===== src/rtl/dsm_pkg.sv =====
package dsm_pkg;

    localparam int ORDER   = 3;
    localparam int OFF_MIN = -3;
    localparam int OFF_MAX = 4;

    typedef logic signed [3:0] dsm_off_t;

    // carry history needed by the cancellation network
    typedef struct packed {
        logic c2_d;
        logic c3_d1;
        logic c3_d2;
    } dsm_hist_t;

    // y = c1 + (1 - z^-1) c2 + (1 - z^-1)^2 c3
    function automatic dsm_off_t mash3_combine(input logic [ORDER-1:0] c,
                                               input dsm_hist_t h);
        int s;
        s = int'(c[0]) + int'(c[1]) - int'(h.c2_d)
          + int'(c[2]) - 2 * int'(h.c3_d1) + int'(h.c3_d2);
        return dsm_off_t'(s);
    endfunction

endpackage


===== src/rtl/dsm_acc_stage.sv =====
module dsm_acc_stage #(
    parameter int W = 19
) (
    input  logic         clk,
    input  logic         rst,
    input  logic         clr,
    input  logic         adv,
    input  logic [W-1:0] in_word,
    output logic [W-1:0] sum_o,
    output logic         carry_o
);
    logic [W-1:0] acc_q;
    logic [W:0]   full;

    assign full    = {1'b0, acc_q} + {1'b0, in_word};
    assign sum_o   = full[W-1:0];
    assign carry_o = full[W];

    always_ff @(posedge clk) begin
        if (rst || clr)
            acc_q <= '0;
        else if (adv)
            acc_q <= sum_o;
    end

    // a carry means the modulus wrapped, so the stored value fell
    p_wrap_down_r6: assert property (@(posedge clk) disable iff (rst)
        (adv && !clr && carry_o) |=> (acc_q < $past(acc_q)));
    p_nowrap_up_r6: assert property (@(posedge clk) disable iff (rst)
        (adv && !clr && !carry_o) |=> (acc_q >= $past(acc_q)));

endmodule


===== src/rtl/dsm_noise_cancel.sv =====
module dsm_noise_cancel
    import dsm_pkg::*;
(
    input  logic             clk,
    input  logic             rst,
    input  logic             clr,
    input  logic             adv,
    input  logic [ORDER-1:0] carry_i,
    output dsm_off_t         off_o
);
    dsm_hist_t hist_q;
    dsm_off_t  off_q;

    always_ff @(posedge clk) begin
        if (rst || clr) begin
            hist_q <= '0;
            off_q  <= '0;
        end else if (adv) begin
            off_q        <= mash3_combine(carry_i, hist_q);
            hist_q.c2_d  <= carry_i[1];
            hist_q.c3_d1 <= carry_i[2];
            hist_q.c3_d2 <= hist_q.c3_d1;
        end
    end

    assign off_o = off_q;

    p_off_range_r2: assert property (@(posedge clk) disable iff (rst)
        (int'(off_q) >= OFF_MIN) && (int'(off_q) <= OFF_MAX));

    p_hold_r3: assert property (@(posedge clk) disable iff (rst)
        (!$past(adv) && !$past(rst) && !$past(clr)) |-> $stable(off_q));

    p_cleared_r4: assert property (@(posedge clk) disable iff (rst)
        $past(clr) |-> (off_q == '0 && hist_q == '0));

endmodule


===== src/rtl/dsm_frac_divctl.sv =====
module dsm_frac_divctl
    import dsm_pkg::*;
#(
    parameter int INT_W  = 7,
    parameter int FRAC_W = 18
) (
    input  logic              clk,
    input  logic              rst,
    input  logic [INT_W-1:0]  mint_i,
    input  logic [FRAC_W-1:0] mfrac_i,
    input  logic              int_mode_i,
    input  logic              adv_i,
    output logic [INT_W:0]    div_o
);
    localparam int ACC_W = FRAC_W + 1;
    localparam int SW    = INT_W + 2;

    // half-LSB offset: effective word always odd
    logic [ACC_W-1:0]            x_word;
    logic [ORDER-1:0][ACC_W-1:0] stage_in;
    logic [ORDER-1:0][ACC_W-1:0] stage_sum;
    logic [ORDER-1:0]            carry;
    dsm_off_t                    off_q;

    assign x_word = {mfrac_i, 1'b1};

    for (genvar g = 0; g < ORDER; g++) begin : g_stage
        if (g == 0) begin : g_head
            assign stage_in[g] = x_word;
        end else begin : g_tail
            assign stage_in[g] = stage_sum[g-1];
        end
        dsm_acc_stage #(.W(ACC_W)) u_stage (
            .clk     (clk),
            .rst     (rst),
            .clr     (int_mode_i),
            .adv     (adv_i),
            .in_word (stage_in[g]),
            .sum_o   (stage_sum[g]),
            .carry_o (carry[g])
        );
    end

    dsm_noise_cancel u_cancel (
        .clk     (clk),
        .rst     (rst),
        .clr     (int_mode_i),
        .adv     (adv_i),
        .carry_i (carry),
        .off_o   (off_q)
    );

    logic signed [SW-1:0] mint_w, off_w, wide;
    assign mint_w = signed'({2'b00, mint_i});
    assign off_w  = SW'(off_q);
    assign wide   = int_mode_i ? mint_w : (mint_w + off_w);
    assign div_o  = wide[INT_W:0];

    p_int_exact_r4: assert property (@(posedge clk) disable iff (rst)
        int_mode_i |-> (div_o == {1'b0, mint_i}));

    // cleared accumulators pass the input word through every stage
    p_cleared_sum_r5: assert property (@(posedge clk) disable iff (rst)
        $past(int_mode_i) |-> (stage_sum[ORDER-1] == x_word));

    p_nonneg_r2: assert property (@(posedge clk) disable iff (rst)
        (!int_mode_i && mint_i >= INT_W'(3)) |-> !wide[SW-1]);

endmodule


===== config.mk =====
export PLATFORM = sky130hd
export DESIGN_NAME = dsm_frac_divctl
export DESIGN_NICKNAME = d
export VERILOG_FILES = /design/src/rtl/dsm_pkg.sv /design/src/rtl/dsm_acc_stage.sv /design/src/rtl/dsm_noise_cancel.sv /design/src/rtl/dsm_frac_divctl.sv
export SDC_FILE = /design/constraint.sdc
export NUM_CORES = 1
export LEC_CHECK = 0
export ABC_CLOCK_PERIOD_IN_PS = 19300
export CAP_MARGIN = 10
export CORE_MARGIN = 3
export CORE_UTILIZATION = 45
export CTS_CLUSTER_SIZE = 20
export DETAILED_ROUTE_END_ITERATION = 10
export GPL_TIMING_DRIVEN = 0
export PLACE_DENSITY = 0.71
export SKIP_LAST_GASP = 1
export SLEW_MARGIN = 20
export SYNTH_ARGS = -nofsm -noshare
export SYNTH_HDL_FRONTEND = slang
export SYNTH_SLANG_ARGS = --single-unit

===== constraint.sdc =====
create_clock -name clk -period 19.3 [get_ports clk]
set_input_delay 5.79 -clock clk [delete_from_list [all_inputs] [get_ports clk]]
set_output_delay 5.79 -clock clk [all_outputs]
set_load 0.005 [all_outputs]

* After elaboration in Yosys (flattened, before gate mapping)
Index checks and enable logic that the tools add are counted.
** Word-level totals
- Register bits :: 64
- Input port bits :: 29
- Output and inout bits :: 8
- Logic and storage cells :: 18
** Cells by class
- $add $sub $neg :: 9
- Muxes and demuxes :: 1
- Reductions and logical operators :: 1
** Operators with widths (count)
- $add A19 B19 Y20 :: 3
- $add A4 B2 Y4 :: 2
- $add A8 B4 Y8 :: 1
- $mux W8 :: 1
- $sub A4 B2 Y4 :: 1
- $sub A4 B3 Y4 :: 1
- $add A1 B1 Y2 :: 1
- $logic_or A1 B1 Y1 :: 1

* Longest topological paths before layout
Gate-level depths: netlist of the first run.
- Word-level depth :: 7
- Mapped depth :: 30
- Depth with buffers taken out :: 28

* Cells and area by module
A second synthesis of the first run with hierarchy kept.
** Second synthesis, totals
- Cells, all modules :: 674
- Area, all modules :: 5679.2 sq um
** By module, submodules not included
- dsm_acc_stage :: instances 3, cells an instance 190, area an instance 1610.3 sq um, sequential area each 380.4 sq um
- dsm_noise_cancel :: instances 1, cells an instance 43, area an instance 429.2 sq um, sequential area each 140.1 sq um
- dsm_frac_divctl :: instances 1, cells an instance 61, area an instance 419.2 sq um, sequential area each 0.0 sq um

* Worst setup path after synthesis of the first run
No wires, ideal clock.
- Kind :: in2out
- From :: input port mint_i[1]
- To :: output port div_o[7]
- Arrival :: 7.332 ns
- Slack :: 6.178 ns
- Cell stages on the path :: 7
- Path buffers :: 0
- Cells stage by stage :: ha_1 -> a21o_1 -> a21oi_1 -> o21ai_0 -> a2111oi_0 -> or3_1 -> mux2_2
** On the way
- Longest elaborated chain between the ends :: 2
** RTL lines
- from (decl) :: line dsm_frac_divctl.sv:9 : input logic [INT_W-1:0] mint_i,
- $add A8 B4 Y8 :: line dsm_frac_divctl.sv:56 : assign wide = int_mode_i ? mint_w : (mint_w + off_w);
- $mux W8 :: line dsm_frac_divctl.sv:56
- to (decl) :: line dsm_frac_divctl.sv:13 : output logic [INT_W:0] div_o
Every way passes these cells.

* Worst setup path in the final report of the first run
- From :: input port mint_i[0]
- To :: output port div_o[6]
Same word-level chain as after synthesis.

==> results.cfg, run 1 <==
[status]
outcome = finished, final reports clean

[timing]
hold_viol = 0
rsz0062_at_grt = false
slew_headroom_pct = 41.3
finalCritPeriodShare_pct = 74.0
tightestPinTransition_ns = 0.881
setup_viol = 0
finalClockSkew_ns = 0.00726
tns_ns = 0
period_minus_slack_ns = 14.28
fmax_mhz = 70.0
drv_slew = 0

[die]
die_y_um = 120
floorplan.initialDensity_pct = 46.4
ios = 37
dieArea_mm2 = 0.0145
die_w_um = 120
core_mm2 = 0.0127
rows = 41

[clock_network]
max-clock-path-buffers = 2
clock-sinks = 64
cts-htree-levels = 3
post_cts.repair.setup_buffers = 0
cts_buffers = 9
path_clk_slew_ns = 0.05
ctsRootBufferMaster = clkbuf_16
tritoncts = done
post_cts_resized = 0
cts-hold-fix-buffers = 0
clk_latency_ns = 0.34

[synth]
ys_seq_area_share_pct = 21.8
synth_cell_type_count = 72
ys.flop_type = dfxtp_1
syn_area_mm2 = 0.00587
synthCells = 721
avgSynthCellArea_um2 = 8.15
yosysTopAreaCell = dfxtp_1
syn-num-nets = 825
ys_warn_count = 0
ys_ff_latch = 64
synth_edf_count = 0
yosys-top-cells-area = dfxtp_1 22%, ha_1 15%, a21oi_1 4.8%
synth_top_area_share_pct = 21.8
async_flop_share_pct = 0

[flow_run]
max_cap_violations = 0

[detailed_routing]
routed_wirelength_um = 17000
drc_errors = 0
dr.pass1.iters = 6
final_antenna_net_count = 0
viasPerCell = 6.03
post_drt_wl_per_cell_um = 18.0
num_vias = 5689
first_iter_violations = 348

[cells_and_area]
drive_gt1_share_pct = 5.45
fin_nets = 871
synthToLayoutAreaGrowth_pct = 14.6
diodes = 0

[global_route]
grt_usage_pct = 24.1
grt_pass1_wl_um = 27900
grt_pass1_vias = 5503
antenna_found_initial = 0
grt_max_degree = 11
grt_overflow = 0

[pwr]
power_uw = 535
vdd_drop_max_uv = 54.6
powerDensity_mw_per_mm2 = 79.5
p_leak_nw = 3.07

[setup_path]
end_kind = primary output
reg2reg_depth = 28
critPathRequiredTime_ns = 13.51
slowest_delay_ns = 0.53
cp_data_arrival_time_ns = 8.49
path_class = in2out
setup.worst_path.start_class = primary input
crit_chain = clkdlybuf4s50_1 > ha_1 > inv_1 > fa_1 > nor2b_1 > o21ai_0 > a21boi_0 > o21ai_0 > and3_1 > o31ai_1 > clkdlybuf4s50_1
slowest_stage = clkdlybuf4s50_1
worst-path-max-fanout = 2

[placement]
port_buffers = 35
gp_congestion = 0.885
dp_hpwl_um = 12700

[hold_path]
hp-class = reg2reg
min_path_cells = 2
[placed cells by master (no fill, tap or decap), types with 7 or more instances in the layout]
cell type        instances
ha_1                    69
o21a_1                   8
nand4_1                  7
a21o_1                  34
inv_1                   28
and3_1                   8
nand2_1                 47
a211oi_1                15
clkbuf_8                 8
clkbuf_16                9
mux2i_1                 27
nor2_1                  70
xnor2_1                 26
a31oi_1                  7
dfxtp_1                 64
nor3_1                  16
o21ai_0                 21
nand3_1                 35
or3_1                    8
o211ai_1                12
xor2_1                  13
clkdlybuf4s50_1         35
clkbuf_1                27
a21oi_1                 56
[worst paths after layout]
kind	startpoint	endpoint	slack (ns)
max reg2reg	g_stage[0].u_stage.acc_q[1]	u_cancel.off_o[2]	12.67
max	mint_i[0]	div_o[6]	5.02
min	g_stage[1].u_stage.acc_q[11]	g_stage[1].u_stage.acc_q[11]	0.48
min reg2reg	g_stage[1].u_stage.acc_q[11]	g_stage[1].u_stage.acc_q[11]	0.48
[sequential cells by signal (all words and copies together), names as in the netlist]
signal,flops
g_stage.u_stage.acc_q,57
u_cancel.off_o,4
u_cancel.hist_q,3
[per-layer routing]
metal | up-vias | global-route usage [%] | wire, um
met5 | - | 0 | 0
met4 | 0 | 12.0 | 559
met2 | 204 | 38.2 | 7700
li1 | 2773 | - | -
met3 | 43 | 2.85 | 1150
met1 | 2669 | 32.7 | 7590
[power breakdown]
group	internal, mW	switching, mW	leakage, nW
clock	0.100	0.0630	0.144
sequential	0.141	0.00588	0.522
combinational	0.0898	0.135	2.40
[logic make-up after synthesis]
logic type	Yosys count	share of synthesized area [%]
xor gates and xnor gates	39	5.81
muxes	29	4.98
adders and majority gates	75	16.7
buffers and inverters	65	5.05
and+or+nand+nor	227	18.7
DFF	64	21.8
AOI/OAI and AO/OA	222	26.9
[stage by stage]
stage	setup WS (ns)	hold WS, ns	std cells	instance area [um^2]	utilization, %
after global routing	4.84	0.491	943	6730	53.1
after CTS	5.03	0.478	943	6730	53.1
after global placement	5.13	0.458	928	6440	50.8
after detailed placement	5.09	0.468	928	6440	50.8
final	5.02	0.478	943	6730	53.1
after floorplan	6.18	0.442	721	5870	-
[synth_stat cells, types with 7 or more instances]
| master | instances |
|---|---|
| nor3_1 | 16 |
| ha_1 | 69 |
| a21o_1 | 34 |
| o211ai_1 | 12 |
| a211oi_1 | 15 |
| o21a_1 | 8 |
| nand3_1 | 35 |
| a21oi_1 | 56 |
| nand4_1 | 7 |
| xor2_1 | 13 |
| nor2_1 | 70 |
| nand2_1 | 47 |
| xnor2_1 | 26 |
| clkbuf_1 | 27 |
| o21ai_0 | 21 |
| or3_1 | 8 |
| mux2i_1 | 27 |
| inv_1 | 28 |
| and3_1 | 8 |
| dfxtp_1 | 64 |
| a31oi_1 | 7 |
[worst max-delay path: cells and delay by family]
kind                     cells  cell delay [ns]
AO/OA/AOI/OAI                4             0.69
buffers and inverters        3             1.09
AND/OR/NAND/NOR              2             0.31
adder cells (fa/ha/maj)      2             0.60
[cell type report]
type	instances	area [um^2]
well taps	172	215
multi-input cells	592	4300
clock inverters	2	12.5
flip-flops and latches	64	1280
repair buffers	35	350
fillers	1223	5940
inverters	29	109
clock buffers	13	280
plain buffers	36	188
(Power assumes the default switching activity.)
==> inputs of run 2 (changes only) <==
--- a/config.mk
+++ b/config.mk
@@ -5,7 +5,7 @@
 export SDC_FILE = /design/constraint.sdc
 export NUM_CORES = 1
 export LEC_CHECK = 0
-export ABC_CLOCK_PERIOD_IN_PS = 19300
+export ABC_CLOCK_PERIOD_IN_PS = 13700
 export CAP_MARGIN = 10
 export CORE_MARGIN = 3
 export CORE_UTILIZATION = 45
==> constraint.sdc (replaced) <==
create_clock -name clk -period 13.7 [get_ports clk]
set_input_delay 4.11 -clock clk [delete_from_list [all_inputs] [get_ports clk]]
set_output_delay 4.11 -clock clk [all_outputs]
set_load 0.005 [all_outputs]
==> run 2 against run 1 <==
Die area unchanged; critical endpoint unchanged; non-clock buffer count unchanged; first-iteration DRC count up 11%; critical path type unchanged; highest routed layer unchanged.
==> results.cfg, run 2 (synthesis results as in run 1) <==
[status]
outcome = finished, final reports clean

[global_route]
grt_max_degree = 11
grt_overflow = 0
grt_pass1_wl_um = 27800
antenna_found_initial = 0
grt_pass1_vias = 5498
grt_usage_pct = 24.1

[clock_network]
max-clock-path-buffers = 2
path_clk_slew_ns = 0.05
post_cts_resized = 0
cts-htree-levels = 3
clk_latency_ns = 0.34
clock-sinks = 64
post_cts.repair.setup_buffers = 0
cts_buffers = 9
ctsRootBufferMaster = clkbuf_16
tritoncts = done
cts-hold-fix-buffers = 0

[hold_path]
hp-class = reg2reg
min-delay-start = g_stage[1].u_stage.acc_q[11]

[cells_and_area]
fin_util_pct = 53.1
synthToLayoutAreaGrowth_pct = 14.6
mostFrequentLayoutCells = 70 x nor2_1, 69 x ha_1, 64 x dfxtp_1
largest_reg_flops = 57
multi_input_area_mm2 = 0.00430
fin_cells = 943
layout_commonest_cell = nor2_1
fin_nets = 871
nFillCells = 1223
diodes = 0
largest-register = g_stage.u_stage.acc_q
regArea_mm2 = 0.00128
drive_gt1_share_pct = 5.45

[setup_path]
slowest_delay_ns = 0.53
cpLargestDelayFamily = buffers and inverters
setup.worst_path.start_class = primary input
cp_data_arrival_time_ns = 6.81
critPathRequiredTime_ns = 9.59
critPathBufInv = 3
end_kind = primary output
path_class = in2out
crit_chain = clkdlybuf4s50_1 > ha_1 > inv_1 > fa_1 > nor2b_1 > o21ai_0 > a21boi_0 > o21ai_0 > and3_1 > o31ai_1 > clkdlybuf4s50_1
slowest_stage = clkdlybuf4s50_1
worst-path-max-fanout = 2
r2r-start = g_stage[0].u_stage.acc_q[1]
crit_path_start = mint_i[0]

[flow_run]
max_cap_violations = 0

[timing]
rsz0062_at_grt = false
slew_headroom_pct = 41.0
finalClockSkew_ns = 0.00730
period_minus_slack_ns = 10.92
drv_slew = 0
hold_viol = 0
setup_viol = 0
tightestPinTransition_ns = 0.885
tns_ns = 0
fmax_mhz = 91.6
finalCritPeriodShare_pct = 79.7

[pwr]
switching_power_uw = 287
p_leak_nw = 3.07
vdd_drop_max_uv = 76.7
intPower_uw = 467
p_comb_share_pct = 42.0
p_clk_share_pct = 30.4
netSwitchingFraction_pct = 38.1
powerDensity_mw_per_mm2 = 112
pwr-share-seq_pct = 27.5
power_uw = 754

[detailed_routing]
post_drt_wl_per_cell_um = 18.0
final_antenna_net_count = 0
dr.pass1.iters = 5
routed_wirelength_um = 17000
num_vias = 5667
drc_errors = 0
viasPerCell = 6.01
first_iter_violations = 387

[placement]
dpl.cell_count = 928
gp_congestion = 0.885
port_buffers = 35
dp_hpwl_um = 12700

[die]
rows = 41
core_mm2 = 0.0127
die_w_um = 120
floorplan.initialDensity_pct = 46.4
dieArea_mm2 = 0.0145
ios = 37
die_y_um = 120
==> run 2: power by group through the flow <==
| stage | Combinational [mW] | Clock [mW] | Sequential (mW) |
|---|---|---|---|
| final | 0.317 | 0.229 | 0.207 |
| after global routing | 0.352 | 0.236 | 0.209 |
| after CTS | 0.312 | 0.231 | 0.207 |
| after detailed placement | 0.308 | 0 | 0.211 |
| after global placement | 0.300 | 0 | 0.210 |
| after floorplan | 0.232 | 0 | 0.209 |
==> run 2: path summary, 6_finish.rpt <==
path                                        to  slack (ns)  cells after the start
setup / recovery                      div_o[6]        2.78                     11
setup reg to reg             u_cancel.off_o[2]        7.09                     28
hold reg to reg   g_stage[1].u_stage.acc_q[11]        0.48                      2
hold / removal    g_stage[1].u_stage.acc_q[11]        0.48                      2
==> run 2: per-layer routing <==
layer / routed length [um] / GRT usage, % / share of wire [%]
met1: 7640 / 32.7 / 45
met2: 7680 / 38.3 / 45
met3: 1090 / 2.85 / 6.4
met4: 562 / 11.8 / 3.3
met5: 0 / 0 / 0
==> run 2: metrics by stage <==
stage               hold WS, ns  setup WS (ns)  cell area (um^2)
CTS                       0.478           2.79              6730
global route              0.491           2.60              6730
finish                    0.475           2.78              6730
detailed placement        0.468           2.85              6440
floorplan                 0.442           3.94              5870
global placement          0.458           2.89              6440
==> run 2: worst register-to-register path, delay by kind of cell, from the launching register on <==
kind	cells	cell delay, ns
AO/OA/AOI/OAI	11	2.82
flip-flops	1	0.33
adder cells (fa/ha/maj)	7	2.02
AND/OR/NAND/NOR	5	0.65
buffers and inverters	3	0.32
XOR/XNOR	2	0.39
==> run 2: area by class of cell <==
cell class | count | area share, %
inverters | 29 | 1.62
flip-flops and latches | 64 | 19.0
well taps | 172 | 3.20
repair buffers | 35 | 5.20
multi-input cells | 592 | 63.8
plain buffers | 36 | 2.79
clock inverters | 2 | 0.186
clock buffers | 13 | 4.16
